$ cat config.mk
export PLATFORM = sky130hd
export DESIGN_NAME = swd_host_engine
export DESIGN_NICKNAME = d
export VERILOG_FILES = /design/src/rtl/swdh_pkg.sv /design/src/rtl/swdh_frame_build.sv /design/src/rtl/swdh_seq_bit.sv /design/src/rtl/swd_host_engine.sv
export SDC_FILE = /design/constraint.sdc
export NUM_CORES = 1
export LEC_CHECK = 0
export BUFFER_PORTS_ARGS = -buffer_cell sky130_fd_sc_hd__buf_2
export CORE_UTILIZATION = 45
export CTS_CLUSTER_DIAMETER = 120
export DETAILED_ROUTE_END_ITERATION = 10
export HOLD_SLACK_MARGIN = 0.08
export PLACE_DENSITY = 0.71
export SLEW_MARGIN = 10
export SYNTH_ARGS = -nofsm -noshare
export SYNTH_HDL_FRONTEND = slang
export SYNTH_HIERARCHICAL = 1
export SYNTH_SLANG_ARGS = --single-unit
$ cat constraint.sdc
create_clock -name clk -period 2.8 [get_ports clk]
set_input_delay 0.14 -clock clk [delete_from_list [all_inputs] [get_ports clk]]
set_output_delay 0.14 -clock clk [all_outputs]
set_load 0.1 [all_outputs]
$ cat src/rtl/swdh_pkg.sv
`timescale 1ns/1ps
package swdh_pkg;

    typedef enum logic [2:0] {
        OP_READ       = 3'd0,
        OP_WRITE      = 3'd1,
        OP_LINE_RESET = 3'd2,
        OP_TO_SWD     = 3'd3,
        OP_FLUSH      = 3'd4
    } swdh_op_e;

    typedef enum logic [1:0] {
        ST_IDLE,
        ST_SEQ,
        ST_FRAME,
        ST_POST
    } swdh_state_e;

    localparam logic [2:0] ACK_OK    = 3'b001;
    localparam logic [2:0] ACK_WAIT  = 3'b010;
    localparam logic [2:0] ACK_FAULT = 3'b100;

    localparam logic [3:0] STAT_OK     = 4'h0;
    localparam logic [3:0] STAT_PARITY = 4'h1;

    // frame layout: request 0..7, released slots 8..12, write payload 13..45
    localparam int FRAME_BITS = 46;
    localparam int ACK_LO     = 9;
    localparam int DATA_LO    = 12;
    localparam int PAR_BIT    = 44;

    localparam logic [31:0] ABORT_CLEAR = 32'h0000_001E;

endpackage

$ cat src/rtl/swdh_frame_build.sv
`timescale 1ns/1ps
module swdh_frame_build (
    input  logic        rnw,
    input  logic        ap,
    input  logic [1:0]  addr,
    input  logic [31:0] wdata,
    output logic [45:0] tx
);
    logic [7:0]  hdr;
    logic [31:0] payload;

    always_comb begin
        hdr     = {1'b1, 1'b0, ap ^ rnw ^ addr[0] ^ addr[1], addr[1], addr[0], rnw, ap, 1'b1};
        payload = rnw ? 32'h0 : wdata;
        tx      = {^payload, payload, 5'b0_0000, hdr};
    end
endmodule

$ cat src/rtl/swdh_seq_bit.sv
`timescale 1ns/1ps
module swdh_seq_bit #(
    parameter int LR_BITS   = 50,
    parameter int TAIL_IDLE = 2,
    parameter int IDX_W     = 7
) (
    input  logic             is_switch,
    input  logic [IDX_W-1:0] idx,
    output logic             bit_o
);
    localparam logic [15:0] SWITCH_CODE = 16'hE79E;
    localparam logic [IDX_W-1:0] LR_END  = IDX_W'(LR_BITS);
    localparam logic [IDX_W-1:0] SW_END  = IDX_W'(LR_BITS + 16);
    localparam logic [IDX_W-1:0] LR2_END = IDX_W'(2 * LR_BITS + 16);

    logic [IDX_W-1:0] off;

    always_comb begin
        off = idx - LR_END;
        if (idx < LR_END)           bit_o = 1'b1;
        else if (!is_switch)        bit_o = 1'b0;
        else if (idx < SW_END)      bit_o = SWITCH_CODE[off[3:0]];
        else if (idx < LR2_END)     bit_o = 1'b1;
        else                        bit_o = 1'b0;
    end
endmodule

$ cat src/rtl/swd_host_engine.sv
`timescale 1ns/1ps
module swd_host_engine
    import swdh_pkg::*;
#(
    parameter int LR_BITS    = 50,
    parameter int TAIL_IDLE  = 2,
    parameter int AP_EXTRA   = 3,
    parameter int FLUSH_IDLE = 8
) (
    input  logic        clk,
    input  logic        rst_n,
    input  logic        cmd_valid,
    output logic        cmd_ready,
    input  logic [2:0]  cmd_op,
    input  logic        cmd_ap,
    input  logic [1:0]  cmd_addr,
    input  logic [31:0] cmd_wdata,
    output logic        rsp_valid,
    output logic [3:0]  rsp_status,
    output logic [31:0] rsp_rdata,
    output logic        swclk,
    output logic        swdio_o,
    output logic        swdio_oe,
    input  logic        swdio_i
);
    localparam int SW_LEN = 2 * LR_BITS + 16 + TAIL_IDLE;
    localparam int LR_LEN = LR_BITS + TAIL_IDLE;
    localparam int MAX_A  = (SW_LEN > FLUSH_IDLE) ? SW_LEN : FLUSH_IDLE;
    localparam int MAX_B  = (MAX_A > AP_EXTRA) ? MAX_A : AP_EXTRA;
    localparam int MAX_C  = (MAX_B > 64) ? MAX_B : 64;
    localparam int CNT_W  = $clog2(MAX_C + 1);

    typedef struct packed {
        swdh_state_e state;
        logic        phase;
        logic [CNT_W-1:0] cnt;
        logic [CNT_W-1:0] limit;
        logic        is_switch;
        logic        is_flush;
        logic        in_abort;
        logic        cur_rnw;
        logic        orig_rnw;
        logic        orig_ap;
        logic [1:0]  orig_addr;
        logic [31:0] orig_wdata;
        logic [45:0] tx;
        logic [45:0] rx;
        logic [3:0]  err;
        logic        rsp_valid;
        logic [3:0]  rsp_status;
        logic [31:0] rsp_rdata;
    } regs_t;

    regs_t r_q, r_d;

    logic [45:0] tx_cmd, tx_orig, tx_abort;
    logic        seq_bit;
    logic [5:0]  fidx;
    logic        last_bit;
    logic [2:0]  ack;
    logic [31:0] rdat;
    logic        rpar;
    logic        frame_oe;
    swdh_op_e    op_e;

    swdh_frame_build u_build_cmd (
        .rnw(cmd_op == OP_READ), .ap(cmd_ap), .addr(cmd_addr), .wdata(cmd_wdata), .tx(tx_cmd)
    );
    swdh_frame_build u_build_orig (
        .rnw(r_q.orig_rnw), .ap(r_q.orig_ap), .addr(r_q.orig_addr), .wdata(r_q.orig_wdata), .tx(tx_orig)
    );
    swdh_frame_build u_build_abort (
        .rnw(1'b0), .ap(1'b0), .addr(2'b00), .wdata(ABORT_CLEAR), .tx(tx_abort)
    );
    swdh_seq_bit #(.LR_BITS(LR_BITS), .TAIL_IDLE(TAIL_IDLE), .IDX_W(CNT_W)) u_seq (
        .is_switch(r_q.is_switch), .idx(r_q.cnt), .bit_o(seq_bit)
    );

    always_comb begin
        r_d          = r_q;
        r_d.rsp_valid = 1'b0;
        op_e     = swdh_op_e'(cmd_op);
        fidx     = r_q.cnt[5:0];
        last_bit = (r_q.cnt == r_q.limit - 1'b1);
        ack      = r_q.rx[ACK_LO +: 3];
        rdat     = r_q.rx[DATA_LO +: 32];
        rpar     = r_q.rx[PAR_BIT];
        case (r_q.state)
            ST_IDLE: begin
                if (cmd_valid) begin
                    r_d.phase    = 1'b0;
                    r_d.cnt      = '0;
                    r_d.is_flush = 1'b0;
                    case (op_e)
                        OP_READ, OP_WRITE: begin
                            if (r_q.err != STAT_OK) begin
                                r_d.rsp_valid  = 1'b1;
                                r_d.rsp_status = r_q.err;
                                r_d.rsp_rdata  = '0;
                            end else begin
                                r_d.orig_rnw   = (op_e == OP_READ);
                                r_d.cur_rnw    = (op_e == OP_READ);
                                r_d.orig_ap    = cmd_ap;
                                r_d.orig_addr  = cmd_addr;
                                r_d.orig_wdata = cmd_wdata;
                                r_d.in_abort   = 1'b0;
                                r_d.tx         = tx_cmd;
                                r_d.limit      = CNT_W'(FRAME_BITS);
                                r_d.state      = ST_FRAME;
                            end
                        end
                        OP_LINE_RESET: begin
                            r_d.is_switch = 1'b0;
                            r_d.limit     = CNT_W'(LR_LEN);
                            r_d.state     = ST_SEQ;
                        end
                        OP_TO_SWD: begin
                            r_d.is_switch = 1'b1;
                            r_d.limit     = CNT_W'(SW_LEN);
                            r_d.state     = ST_SEQ;
                        end
                        OP_FLUSH: begin
                            r_d.is_flush = 1'b1;
                            r_d.limit    = CNT_W'(FLUSH_IDLE);
                            r_d.state    = ST_POST;
                        end
                        default: ;
                    endcase
                end
            end
            default: begin
                if (!r_q.phase) begin
                    r_d.phase = 1'b1;
                    if (r_q.state == ST_FRAME) r_d.rx[fidx] = swdio_i;
                end else begin
                    r_d.phase = 1'b0;
                    if (!last_bit) begin
                        r_d.cnt = r_q.cnt + 1'b1;
                    end else begin
                        r_d.cnt = '0;
                        case (r_q.state)
                            ST_FRAME: begin
                                if (r_q.in_abort) begin
                                    r_d.in_abort = 1'b0;
                                    r_d.cur_rnw  = r_q.orig_rnw;
                                    r_d.tx       = tx_orig;
                                end else if (ack == ACK_WAIT) begin
                                    r_d.in_abort = 1'b1;
                                    r_d.cur_rnw  = 1'b0;
                                    r_d.tx       = tx_abort;
                                end else if (ack == ACK_OK && r_q.orig_rnw && (rpar != ^rdat)) begin
                                    r_d.err        = STAT_PARITY;
                                    r_d.rsp_status = STAT_PARITY;
                                    r_d.rsp_rdata  = '0;
                                    r_d.rsp_valid  = 1'b1;
                                    r_d.state      = ST_IDLE;
                                end else if (ack == ACK_OK) begin
                                    r_d.rsp_status = STAT_OK;
                                    r_d.rsp_rdata  = r_q.orig_rnw ? rdat : 32'h0;
                                    if (r_q.orig_ap && AP_EXTRA > 0) begin
                                        r_d.limit = CNT_W'(AP_EXTRA);
                                        r_d.state = ST_POST;
                                    end else begin
                                        r_d.rsp_valid = 1'b1;
                                        r_d.state     = ST_IDLE;
                                    end
                                end else begin
                                    r_d.err        = {1'b1, ack};
                                    r_d.rsp_status = {1'b1, ack};
                                    r_d.rsp_rdata  = '0;
                                    r_d.rsp_valid  = 1'b1;
                                    r_d.state      = ST_IDLE;
                                end
                            end
                            ST_POST: begin
                                r_d.rsp_valid = 1'b1;
                                r_d.state     = ST_IDLE;
                                if (r_q.is_flush) begin
                                    r_d.rsp_status = r_q.err;
                                    r_d.rsp_rdata  = '0;
                                    r_d.err        = STAT_OK;
                                end
                            end
                            default: begin
                                r_d.rsp_valid  = 1'b1;
                                r_d.rsp_status = r_q.err;
                                r_d.rsp_rdata  = '0;
                                r_d.state      = ST_IDLE;
                            end
                        endcase
                    end
                end
            end
        endcase
    end

    always_ff @(posedge clk) begin
        if (!rst_n) begin
            r_q       <= '0;
            r_q.state <= ST_IDLE;
            r_q.err   <= STAT_OK;
        end else begin
            r_q <= r_d;
        end
    end

    always_comb begin
        frame_oe = (fidx < 6'd8) || (!r_q.cur_rnw && fidx >= 6'd13);
        swclk    = 1'b0;
        swdio_oe = 1'b1;
        swdio_o  = 1'b0;
        case (r_q.state)
            ST_SEQ: begin
                swclk   = r_q.phase;
                swdio_o = seq_bit;
            end
            ST_FRAME: begin
                swclk    = r_q.phase;
                swdio_oe = frame_oe;
                swdio_o  = frame_oe & r_q.tx[fidx];
            end
            ST_POST: begin
                swclk    = r_q.phase;
                swdio_oe = 1'b0;
            end
            default: ;
        endcase
    end

    assign cmd_ready  = (r_q.state == ST_IDLE);
    assign rsp_valid  = r_q.rsp_valid;
    assign rsp_status = r_q.rsp_status;
    assign rsp_rdata  = r_q.rsp_rdata;


    clk_high_one_cycle_chk: assert property (@(posedge clk) disable iff (!rst_n)
        swclk |=> !swclk);


    line_steady_high_chk: assert property (@(posedge clk) disable iff (!rst_n)
        swclk |-> ($stable(swdio_o) && $stable(swdio_oe)));


    skip_no_bus_chk: assert property (@(posedge clk) disable iff (!rst_n)
        (cmd_valid && cmd_ready && r_q.err != STAT_OK &&
         (cmd_op == OP_READ || cmd_op == OP_WRITE))
        |=> (rsp_valid && !swclk && rsp_status == $past(r_q.err)));


    fail_no_data_chk: assert property (@(posedge clk) disable iff (!rst_n)
        (rsp_valid && rsp_status != STAT_OK) |-> (rsp_rdata == 32'h0));


    err_sticky_chk: assert property (@(posedge clk) disable iff (!rst_n)
        (r_q.err != STAT_OK && r_q.state != ST_POST) |=> $stable(r_q.err));


    flush_clears_chk: assert property (@(posedge clk) disable iff (!rst_n)
        (rsp_valid && r_q.is_flush) |-> (r_q.err == STAT_OK));

endmodule

==> results of run 1 <==
## metal layers
| layer | vias up | GRT usage (%) | part of all wire, % |
|---|---|---|---|
| met4 | 0 | 5.594 | 1.5 |
| li1 | 4876 | - | - |
| met5 | - | 0 | 0 |
| met3 | 26 | 3.178 | 4.9 |
| met1 | 4494 | 27.81 | 47 |
| met2 | 252 | 34.29 | 47 |
## registers in the layout, summed over array words and instances (netlist names)
register	cells
r_q	133
rsp_status	4
ack	3
fidx	6
rsp_valid	1
rsp_rdata	32
## final cells by class
cell class	instances	area, µm²
clock buffer	17	425.4
tap	324	405.4
multi-input combinational	1163	6969
sequential	179	3593
inverter	14	56.30
fill	2227	11380
clock inverter	15	209.0
timing repair buffer	166	1279
## cells in the mapped netlist, types with 3 or more instances
| cell | count |
|---|---|
| buf_1 | 6 |
| nor2b_2 | 3 |
| nor3b_1 | 5 |
| buf_2 | 18 |
| conb_1 | 8 |
| a21oi_1 | 137 |
| mux2_2 | 3 |
| nor3_1 | 14 |
| buf_6 | 3 |
| xnor2_1 | 118 |
| a221oi_1 | 4 |
| o22ai_1 | 4 |
| clkbuf_1 | 66 |
| nor2_1 | 163 |
| ha_1 | 12 |
| inv_1 | 12 |
| nand2b_1 | 7 |
| buf_4 | 75 |
| o211ai_1 | 4 |
| xor2_1 | 27 |
| o21ai_0 | 15 |
| a22oi_1 | 34 |
| nand3b_1 | 3 |
| nand2_1 | 187 |
| and2_1 | 3 |
| dfxtp_1 | 179 |
| nor2b_1 | 99 |
| nand4_1 | 9 |
| nand3_1 | 45 |
| or3_1 | 4 |
| a31oi_1 | 5 |
| mux2i_1 | 57 |
| a211oi_1 | 55 |
## worst reg2reg max path, delay by kind of cell, from the launching register on
kind            cells  cell delay [ns]
fa+ha+maj           1             0.24
flops               1             0.36
simple gates        3             0.53
compound gates      5             1.00
buf+inv             3             0.43
## cells in the final DEF (no fill, tap or decap), types with 11 or more instances in the layout
cell	n
dfxtp_1	175
a22oi_1	34
xnor2_1	118
clkbuf_16	19
ha_1	11
buf_4	36
o21ai_0	14
nand3_1	45
dlygate4sd3_1	38
conb_1	102
nor2_1	162
buf_2	80
nand2_1	185
a211oi_1	53
nor3_1	13
xor2_1	27
a21oi_1	137
nor2b_1	97
mux2i_1	57
inv_1	12
## cells by family (layout without fill, tap and decap cells)
logic type,Yosys count,in the layout,synth area share [%]
AO/OA/AOI/OAI,279,279,15.70
XOR/XNOR,147,147,11.80
adder cells (fa/ha/maj),12,12,1.346
buffers and inverters,183,212,9.100
flip-flops,179,179,32.14
multiplexers,63,63,6.026
other,8,102,0.2693
AND/OR/NAND/NOR,560,560,23.62
## power by group
group          total, mW  internal (mW)  switching, mW
Sequential          2.83           2.70          0.128
Combinational       2.28          0.856           1.42
Clock               2.54           1.26           1.28
## worst paths after layout
check	end	cells after the start	slack, ns	start
hold reg to reg	r_q[85]	2	0.48	r_q[85]
setup / recovery	swdio_o	9	0.10	fidx[1]
setup reg to reg	r_q[105]	12	0.14	r_q[174]
hold / removal	r_q[187]	4	0.12	cmd_valid
## repair_timing
action / in CTS / in global routing
hold endpoints to repair: 44 / 0
cloned: 0 / 4
endpoints found under the setup margin: 1 / 80
buffers inserted: 0 / 2
pin swaps: 0 / 5
hold buffers: 38 / 0
resized for setup: 5 / 15
==> summary.md, run 1 <==
| Metric | Value |
|---|---|
| Hold crit path type | `input pin to register` |
| GPL Wtd Cong | `slightly below 0.9` |
| Post-synth top flop | `dfxtp_1` |
| # setup viols final | `0` |
| GRT Util Overall | `about 21%` |
| Gate Count Post-Synth | `approximately 1400` |
| CTS Buf Count | `17` |
| Most used cell, CP | `mux2i_1` |
| Initial antenna violation count | `0` |
| Setup tns final | `0 ns` |
| Final core utilization | `between 50 and 60%` |
| Layout Nets | `1595` |
| CP Cell Sequence | `buf_4 -> inv_1 -> ha_1 -> mux2i_1 -> mux2i_1 -> o221ai_2 -> a32oi_1 -> nor2b_2 -> buf_12` |
| Post-DR wirelength/cell | `14.21 µm` |
| Router iterations before antenna repair | `6` |
| CP startpoint kind | `register` |
| Worst-Skew Late Latency | `between 0.4 and 0.5 ns` |
| EDFF count, synth | `0` |
| CTS sink count | `179` |
| Synth area leaders | `dfxtp_1, xnor2_1, nand2_1` |
| Post-synth top area share | `around a third` |
| CP arrival | `around 2.6 ns` |
| Least-Margin Pin Slew | `~0.85 ns` |
| Max Buffers Root-to-Sink | `2` |
| Max-slew headroom | `43.31%` |
| Placeable Area | `0.02432 mm²` |
| Vias in the first global route | `roughly 8800` |
| Warnings from Yosys | `6` |
| Die height | `about 160 µm` |
| Placed Cells | `1802` |
| Starting Density | `between 40 and 50%` |
| Placed wire-length estimate | `about 17000 µm` |
| Hold_ws | `approximately 0.12 ns` |
| PD cells | `roughly 590 mW/mm²` |
| Crit path kind | `register to primary output` |
| Crit end category | `primary output` |
| Worst Path Buf+Inv | `3` |
| Leak Pwr | `approximately 4.7 nW` |
| CP max-delay cell | `dfxtp_1` |
| FF+latch count, synth | `179` |
| Clock-pin slew reported for the worst setup and hold paths after clock tree synthesis | `about 0.090 ns` |
| Unique masters post-synth | `between 70 and 80` |
| DP Worst Slack | `between 0.06 and 0.07 ns` |
| Power, Total | `7.641 mW` |
| Layout cells sized above 1 | `between 10 and 15%` |
| Post-DP Area | `roughly 0.012 mm²` |
| Status | `complete, no violations` |
| Synthesized area per cell | `~8 µm²` |
| WP data required | `between 2 and 3 ns` |
| Async S/R FF share, synth | `0%` |
| H-tree depth | `4` |
| Sequential share of the synthesized area | `32.14%` |
| Synthesized area | `~0.011 mm²` |
| Crit path max fanout | `20` |
| Post-Route Skew | `0.01895 ns` |
| Finished Cell Area | `about 0.013 mm²` |
| Worst vdd ir | `roughly 0.35 mV` |
| Max-cap viol count | `0` |
| Final wirelength | `26680 µm` |
| Port bufs | `between 80 and 90` |
| Fmax | `approximately 370 MHz` |
| Post-synth top area cell | `dfxtp_1` |
| Ports | `between 80 and 90` |
| Residual DRC | `0` |
| Row count | `57` |
| Global-route wire length before repair | `between 40000 and 50000 µm` |
| Layout overhead on the synthesized area | `16.02%` |
| Final Critical Period | `2.698 ns` |
| Worst path max stage delay | `between 0.3 and 0.4 ns` |
| Slew Limit Fails | `0` |
| Pin count of the biggest net entering global routing | `95` |
| Vias | `slightly below 10000` |
| Crit path max-delay family | `buffers and inverters` |
| Vias per inst | `5.137` |
| Setup ws final | `a little over 0.1 ns` |
| Grt ovf | `0` |
| Clk root buf | `clkbuf_16` |
| Post-Layout Cell Count | `about 1900` |
| Chip width | `between 150 and 200 µm` |
| Fin. Hold Viols | `0` |
| CTS tree | `built` |
| Detail Route Antenna Nets | `0` |
| Die area | `about 0.025 mm²` |
| # diodes | `0` |
| Final worst path period share | `between 90% and 100%` |
| Starting DRT DRC Count | `between 700 and 800` |
No activity file was read; power rests on OpenSTA's default activity.
==> inputs of run 2 (changes only) <==
CORE_UTILIZATION = 40   (was 45)
PLACE_DENSITY = 0.65   (was 0.71)
==> summary.md, run 2 (same netlist as run 1, synthesis figures left out) <==
| Metric | Value |
|---|---|
| Grt met2 use | `32.66%` |
| CTS Buf Count | `17` |
| CP startpoint kind | `register` |
| H-tree depth | `4` |
| GRT Util Overall | `a little under a fifth` |
| Die area | `between 0.02 and 0.03 mm²` |
| Power, Total | `between 7 and 8 mW` |
| Switching Share | `a little under two fifths` |
| # setup viols final | `0` |
| # fillers | `about 2700` |
| Port bufs | `82` |
| CTS tree | `built` |
| Least-Margin Pin Slew | `slightly below 0.9 ns` |
| Crit end category | `primary output` |
| Final worst path period share | `between 90% and 100%` |
| Residual DRC | `0` |
| Global-route wire length before repair | `44270 µm` |
| CTS sink count | `between 150 and 200` |
| Leak Pwr | `about 4.7 nW` |
| Most frequent cells in the layout | `nand2_1, dfxtp_1, nor2_1` |
| PD cells | `just under 600 mW/mm²` |
| Final Critical Period | `~2.7 ns` |
| Clock-pin slew reported for the worst setup and hold paths after clock tree synthesis | `0.08 ns` |
| Fin. Hold Viols | `0` |
| Max-slew headroom | `a little over two fifths` |
| # diodes | `0` |
| Clk root buf | `clkbuf_16` |
| Worst path max stage delay | `between 0.3 and 0.4 ns` |
| CP arrival | `about 2.6 ns` |
| Max FFs per register | `around 130` |
| Worst Path Buf+Inv | `3` |
| Post-DR wirelength/cell | `14.36 µm` |
| Crit path max fanout | `5` |
| Placeable Area | `0.02718 mm²` |
| Crit path kind | `register to primary output` |
| Met3 Usage GRT | `between 2 and 3%` |
| Worst vdd ir | `0.3437 mV` |
| Ports | `83` |
| Layout overhead on the synthesized area | `16.73%` |
| Reg power frac | `36.8%` |
| Final core utilization | `47.90%` |
| Max-cap viol count | `0` |
| Met1 Resource Use GR | `between 20% and 30%` |
| Psw | `~2.8 mW` |
| Gr busiest metal | `met2` |
| Router iterations before antenna repair | `7` |
| Most flops, register | `r_q` |
| Logic pwr share | `30.4%` |
| Internal power | `4.810 mW` |
| Final wirelength | `approximately 28000 µm` |
| CP Cell Sequence | `inv_2 -> buf_4 -> ha_1 -> nand2b_1 -> a211oi_1 -> o21ai_0 -> o211ai_1 -> a221oi_2 -> a32oi_1 -> nor2b_2 -> buf_12` |
| Die height | `169.0 µm` |
| Vias | `between 9000 and 10000` |
| Crit path max-delay family | `compound AO/OA/AOI/OAI gates` |
| Initial antenna violation count | `0` |
| Layout cells sized above 1 | `approximately an eighth` |
| Clk pwr share | `around 33%` |
| Fmax | `366.8 MHz` |
| Chip width | `169.0 µm` |
| Status | `complete, no violations` |
| Slew Limit Fails | `0` |
| Layout Nets | `around 1600` |
| WP data required | `roughly 2.7 ns` |
| Starting Density | `approximately two fifths` |
| Row count | `60` |
| Hold crit path type | `input pin to register` |
| Placed wire-length estimate | `17900 µm` |
| Setup tns final | `0 ns` |
| Vias per inst | `4.998` |
| Most common cell after layout, fill and taps aside | `nand2_1` |
| Vias in the first global route | `8798` |
| Detail Route Antenna Nets | `0` |
| Max Buffers Root-to-Sink | `2` |
| Starting DRT DRC Count | `approximately 570` |
| CP max-delay cell | `dfxtp_1` |
| Pin count of the biggest net entering global routing | `95` |
| Post-Route Skew | `0.01789 ns` |
| GPL Wtd Cong | `0.9083` |
| Worst-Skew Late Latency | `between 0.4 and 0.5 ns` |
| Grt ovf | `0` |
[run 2: final timing paths]
check,from,end,slack [ns],cells past startpoint
max,fidx[1],swdio_o,0.07,11
min,cmd_valid,r_q[174],0.12,5
max reg2reg,r_q[174],rsp_rdata[11],0.18,12
min reg2reg,r_q[137],r_q[137],0.48,2
[run 2: cell type report]
type / instances / area, µm² / area share [%]
Multi-Input combinational cell: 1163 / 6975 / 53.59
Inverter: 14 / 55.05 / 0.4230
Sequential cell: 179 / 3590 / 27.58
Tap cell: 372 / 465.4 / 3.576
Clock inverter: 15 / 201.4 / 1.548
Timing Repair Buffer: 166 / 1304 / 10.02
Clock buffer: 17 / 425.4 / 3.268
[run 2: stage by stage]
stage / instances / hold WS [ns] / area, µm² / worst slack, ns
after floorplan: 1525 / 0.2760 / 11520 / 0.03818
final: 1926 / 0.1193 / 13020 / 0.07388
after CTS: 1920 / 0.1022 / 12870 / 0.03181
after detailed placement: 1850 / 0.4125 / 11860 / 0.08010
after global routing: 1926 / 0.1322 / 13020 / -0.02392
after global placement: 1850 / 0.4075 / 11860 / 0.1875
[run 2: repair_timing]
item / in CTS / in global routing
hold buffers: 38 / 0
cloned: 0 / 4
hold endpoints to repair: 43 / 0
pin swaps: 0 / 2
endpoints found under the setup margin: 1 / 80
gates resized for setup: 2 / 17
buffers inserted: 0 / 2
[run 2: power by group through the flow]
stage,clock network (mW),logic [mW],registers [mW]
2_1_floorplan,0,1.79,2.84
3_3_place_gp,0,2.17,2.87
3_5_place_dp,0,2.19,2.88
4_1_cts,2.55,2.24,2.82
5_1_grt,2.65,2.54,2.84
6_report,2.51,2.32,2.82
[run 2: worst min-delay path, cell delays in order]
cell and delay [ns]:
buf_2 0.12, o21ai_0 0.07, nand2_1 0.06, nand2_1 0.06, mux2i_1 0.06
[run 2: layer usage]
layer	vias to the layer above	wire length, µm
li1	4877	-
met1	4510	13030
met2	221	13160
met3	19	1174
met4	0	303
met5	-	0
==> inputs of run 3 (changes only) <==
ABC_AREA = 1   (was not set)
PLACE_DENSITY = 0.64   (was 0.65)
==> summary.md, run 3 <==
| Metric | Value |
|---|---|
| CTS Buf Count | `17` |
| Grt ovf | `0` |
| Port bufs | `~80` |
| Most common cell after layout, fill and taps aside | `nand2_1` |
| Final worst path period share | `roughly 93%` |
| Synthesized area per cell | `around 6 µm²` |
| Post-synth top area cell | `dfxtp_1` |
| Finished Cell Area | `0.01481 mm²` |
| # setup viols final | `0` |
| Gate Count Post-Synth | `between 2000 and 2500` |
| Ports | `83` |
| Starting Density | `just over 40%` |
| Layout Nets | `approximately 2400` |
| Detail Route Antenna Nets | `0` |
| Synth area leaders | `dfxtp_1, nand2_1, inv_1` |
| H-tree depth | `4` |
| Status | `complete, no violations` |
| Vias | `13860` |
| Least-Margin Pin Slew | `around 0.94 ns` |
| # fillers | `~3400` |
| Placed Cells | `approximately 2700` |
| Max-cap viol count | `0` |
| Setup tns final | `0 ns` |
| PD cells | `around 610 mW/mm²` |
| Critical path origin | `fidx[1]` |
| Post-DR wirelength/cell | `roughly 14 µm` |
| Slew Limit Fails | `0` |
| Max-slew headroom | `37.48%` |
| Worst-Skew Late Latency | `0.45 ns` |
| Clk root buf | `clkbuf_16` |
| Global-route wire length before repair | `just over 60000 µm` |
| WP data required | `~2.7 ns` |
| Warnings from Yosys | `6` |
| Reg2Reg Launch Point | `r_q[173]` |
| CP startpoint kind | `register` |
| Most frequent cell after synthesis | `nand2_1` |
| Fmax | `~380 MHz` |
| Unique masters post-synth | `45` |
| # diodes | `0` |
| RSZ-0062 raised after global routing | `false` |
| Row count | `between 60 and 70` |
| Chip width | `between 150 and 200 µm` |
| Residual DRC | `0` |
| Vias per inst | `around 5.0` |
| Leak Pwr | `roughly 7.1 nW` |
| CTS sink count | `approximately 180` |
| GPL Wtd Cong | `between 0.8 and 0.9` |
| Vias in the first global route | `roughly 13000` |
| Final Critical Period | `2.611 ns` |
| FF+latch count, synth | `179` |
| Final core utilization | `between 40% and 50%` |
| Hold wc startpoint | `cmd_valid` |
| Max FFs per register | `~130` |
| Post-Route Skew | `0.01283 ns` |
| Starting DRT DRC Count | `between 1000 and 1500` |
| Most frequent cells in the layout | `nand2_1, inv_1, nor2_1` |
| Async S/R FF share, synth | `0%` |
| Die height | `182.2 µm` |
| Die area | `~0.033 mm²` |
| CP arrival | `~2.5 ns` |
| Final wirelength | `between 30000 and 40000 µm` |
| Sequential share of the synthesized area | `between 20% and 30%` |
| Worst vdd ir | `just over 0.5 mV` |
| Pin count of the biggest net entering global routing | `94` |
| Post-synth top area share | `~28%` |
| Post-Layout Cell Count | `between 2000 and 3000` |
| Hold crit path type | `input pin to register` |
| Synthesized area | `around 0.013 mm²` |
| Synth cell count leaders | `nand2_1, inv_1, nor2_1` |
| Min-Delay Path Depth | `5` |
| Crit end category | `primary output` |
| Post-DP Area | `between 0.01 and 0.015 mm²` |
| Hold_ws | `0.1517 ns` |
| Fin. Hold Viols | `0` |
| Placed wire-length estimate | `roughly 28000 µm` |
| Layout overhead on the synthesized area | `14.03%` |
| Layout cells sized above 1 | `about a tenth` |
| CTS tree | `built` |
| EDFF count, synth | `0` |
| Cells on worst reg2reg path | `12` |
| Router iterations before antenna repair | `6` |
| GRT Util Overall | `a little under a quarter` |
| Initial antenna violation count | `0` |
| Crit path max fanout | `7` |
| Clock-pin slew reported for the worst setup and hold paths after clock tree synthesis | `roughly 0.070 ns` |
| Most flops, register | `r_q` |
| Post-synth top flop | `dfxtp_1` |
| Crit path kind | `register to primary output` |
| Placeable Area | `approximately 0.032 mm²` |
| Max Buffers Root-to-Sink | `2` |
## run 3: cell types whose count changed after synthesis, sizes merged, moves of 18 or more
cell and delta:
nor3 +36, nor2b -102, mux2i -58, inv +276
nor2 +76, nand3 +80, nand3b +18, a21oi -23
xnor2 -109, nand2 +536, a211oi -54, a31oi +24
o21ai +134
## run 3: cells by family after synthesis
kind of cell	share of synthesized area, %
other	0.2312
adder cells (fa/ha/maj)	1.156
AO/OA/AOI/OAI	15.96
buffers and inverters	16.06
AND/OR/NAND/NOR	37.53
flip-flops	27.59
XOR/XNOR	1.483
## run 3: per-stage QoR
step | setup WS [ns] | power [mW]
finish | 0.1892 | 9.088
global route | 0.004225 | 9.662
CTS | 0.01921 | 8.991
detailed placement | 0.2917 | 6.520
global placement | 0.3517 | 6.458
floorplan | 0.1486 | 5.693
## run 3: area by class of cell
type                            count  area [µm²]  area share, %
Tap cell                          402       503.0          3.396
Clock inverter                     14       150.1          1.014
Timing Repair Buffer              168        1239          8.362
Sequential cell                   179        3587          24.22
Clock buffer                       18       429.2          2.897
Multi-Input combinational cell   1701        7806          52.70
Inverter                          290        1099          7.416
## run 3: what timing repair did
item | 4_1_cts | 5_1_grt
endpoints found under the hold margin | 41 | 0
hold buffers | 37 | 0
gates resized for setup | 1 | 13
gates cloned | 0 | 1
endpoints found under the setup margin | 1 | 3
buffers inserted | 0 | 0
## run 3: final timing paths
kind,end,slack [ns]
hold reg to reg,rsp_rdata[16],0.46
setup reg to reg,r_q[127],0.23
setup / recovery,swdio_o,0.19
hold / removal,r_q[174],0.15
## run 3: worst max-delay path, cell delays in order (launching register included)
cell and delay [ns]:
dfxtp_2 0.41, inv_1 0.10, buf_4 0.15, ha_1 0.17
o311ai_1 0.27, a21oi_1 0.10, nor2_1 0.09, inv_1 0.07
a21oi_2 0.14, nand3_2 0.13, a21boi_2 0.19, buf_12 0.19
## run 3: metal layers
layer	GRT usage (%)	vias to the layer above	share of wire, %
met3	3.093	55	4.7
met5	0	-	0
li1	-	7140	-
met1	28.27	6301	44
met4	7.328	0	1.9
met2	41.87	364	49
## run 3: power breakdown
group	total (mW)	internal, mW	switching, mW	leakage (nW)
Clock	2.43	1.26	1.18	0.272
Sequential	3.09	2.85	0.241	1.45
Combinational	3.56	1.13	2.44	5.35
Total	9.09	5.23	3.86	7.08
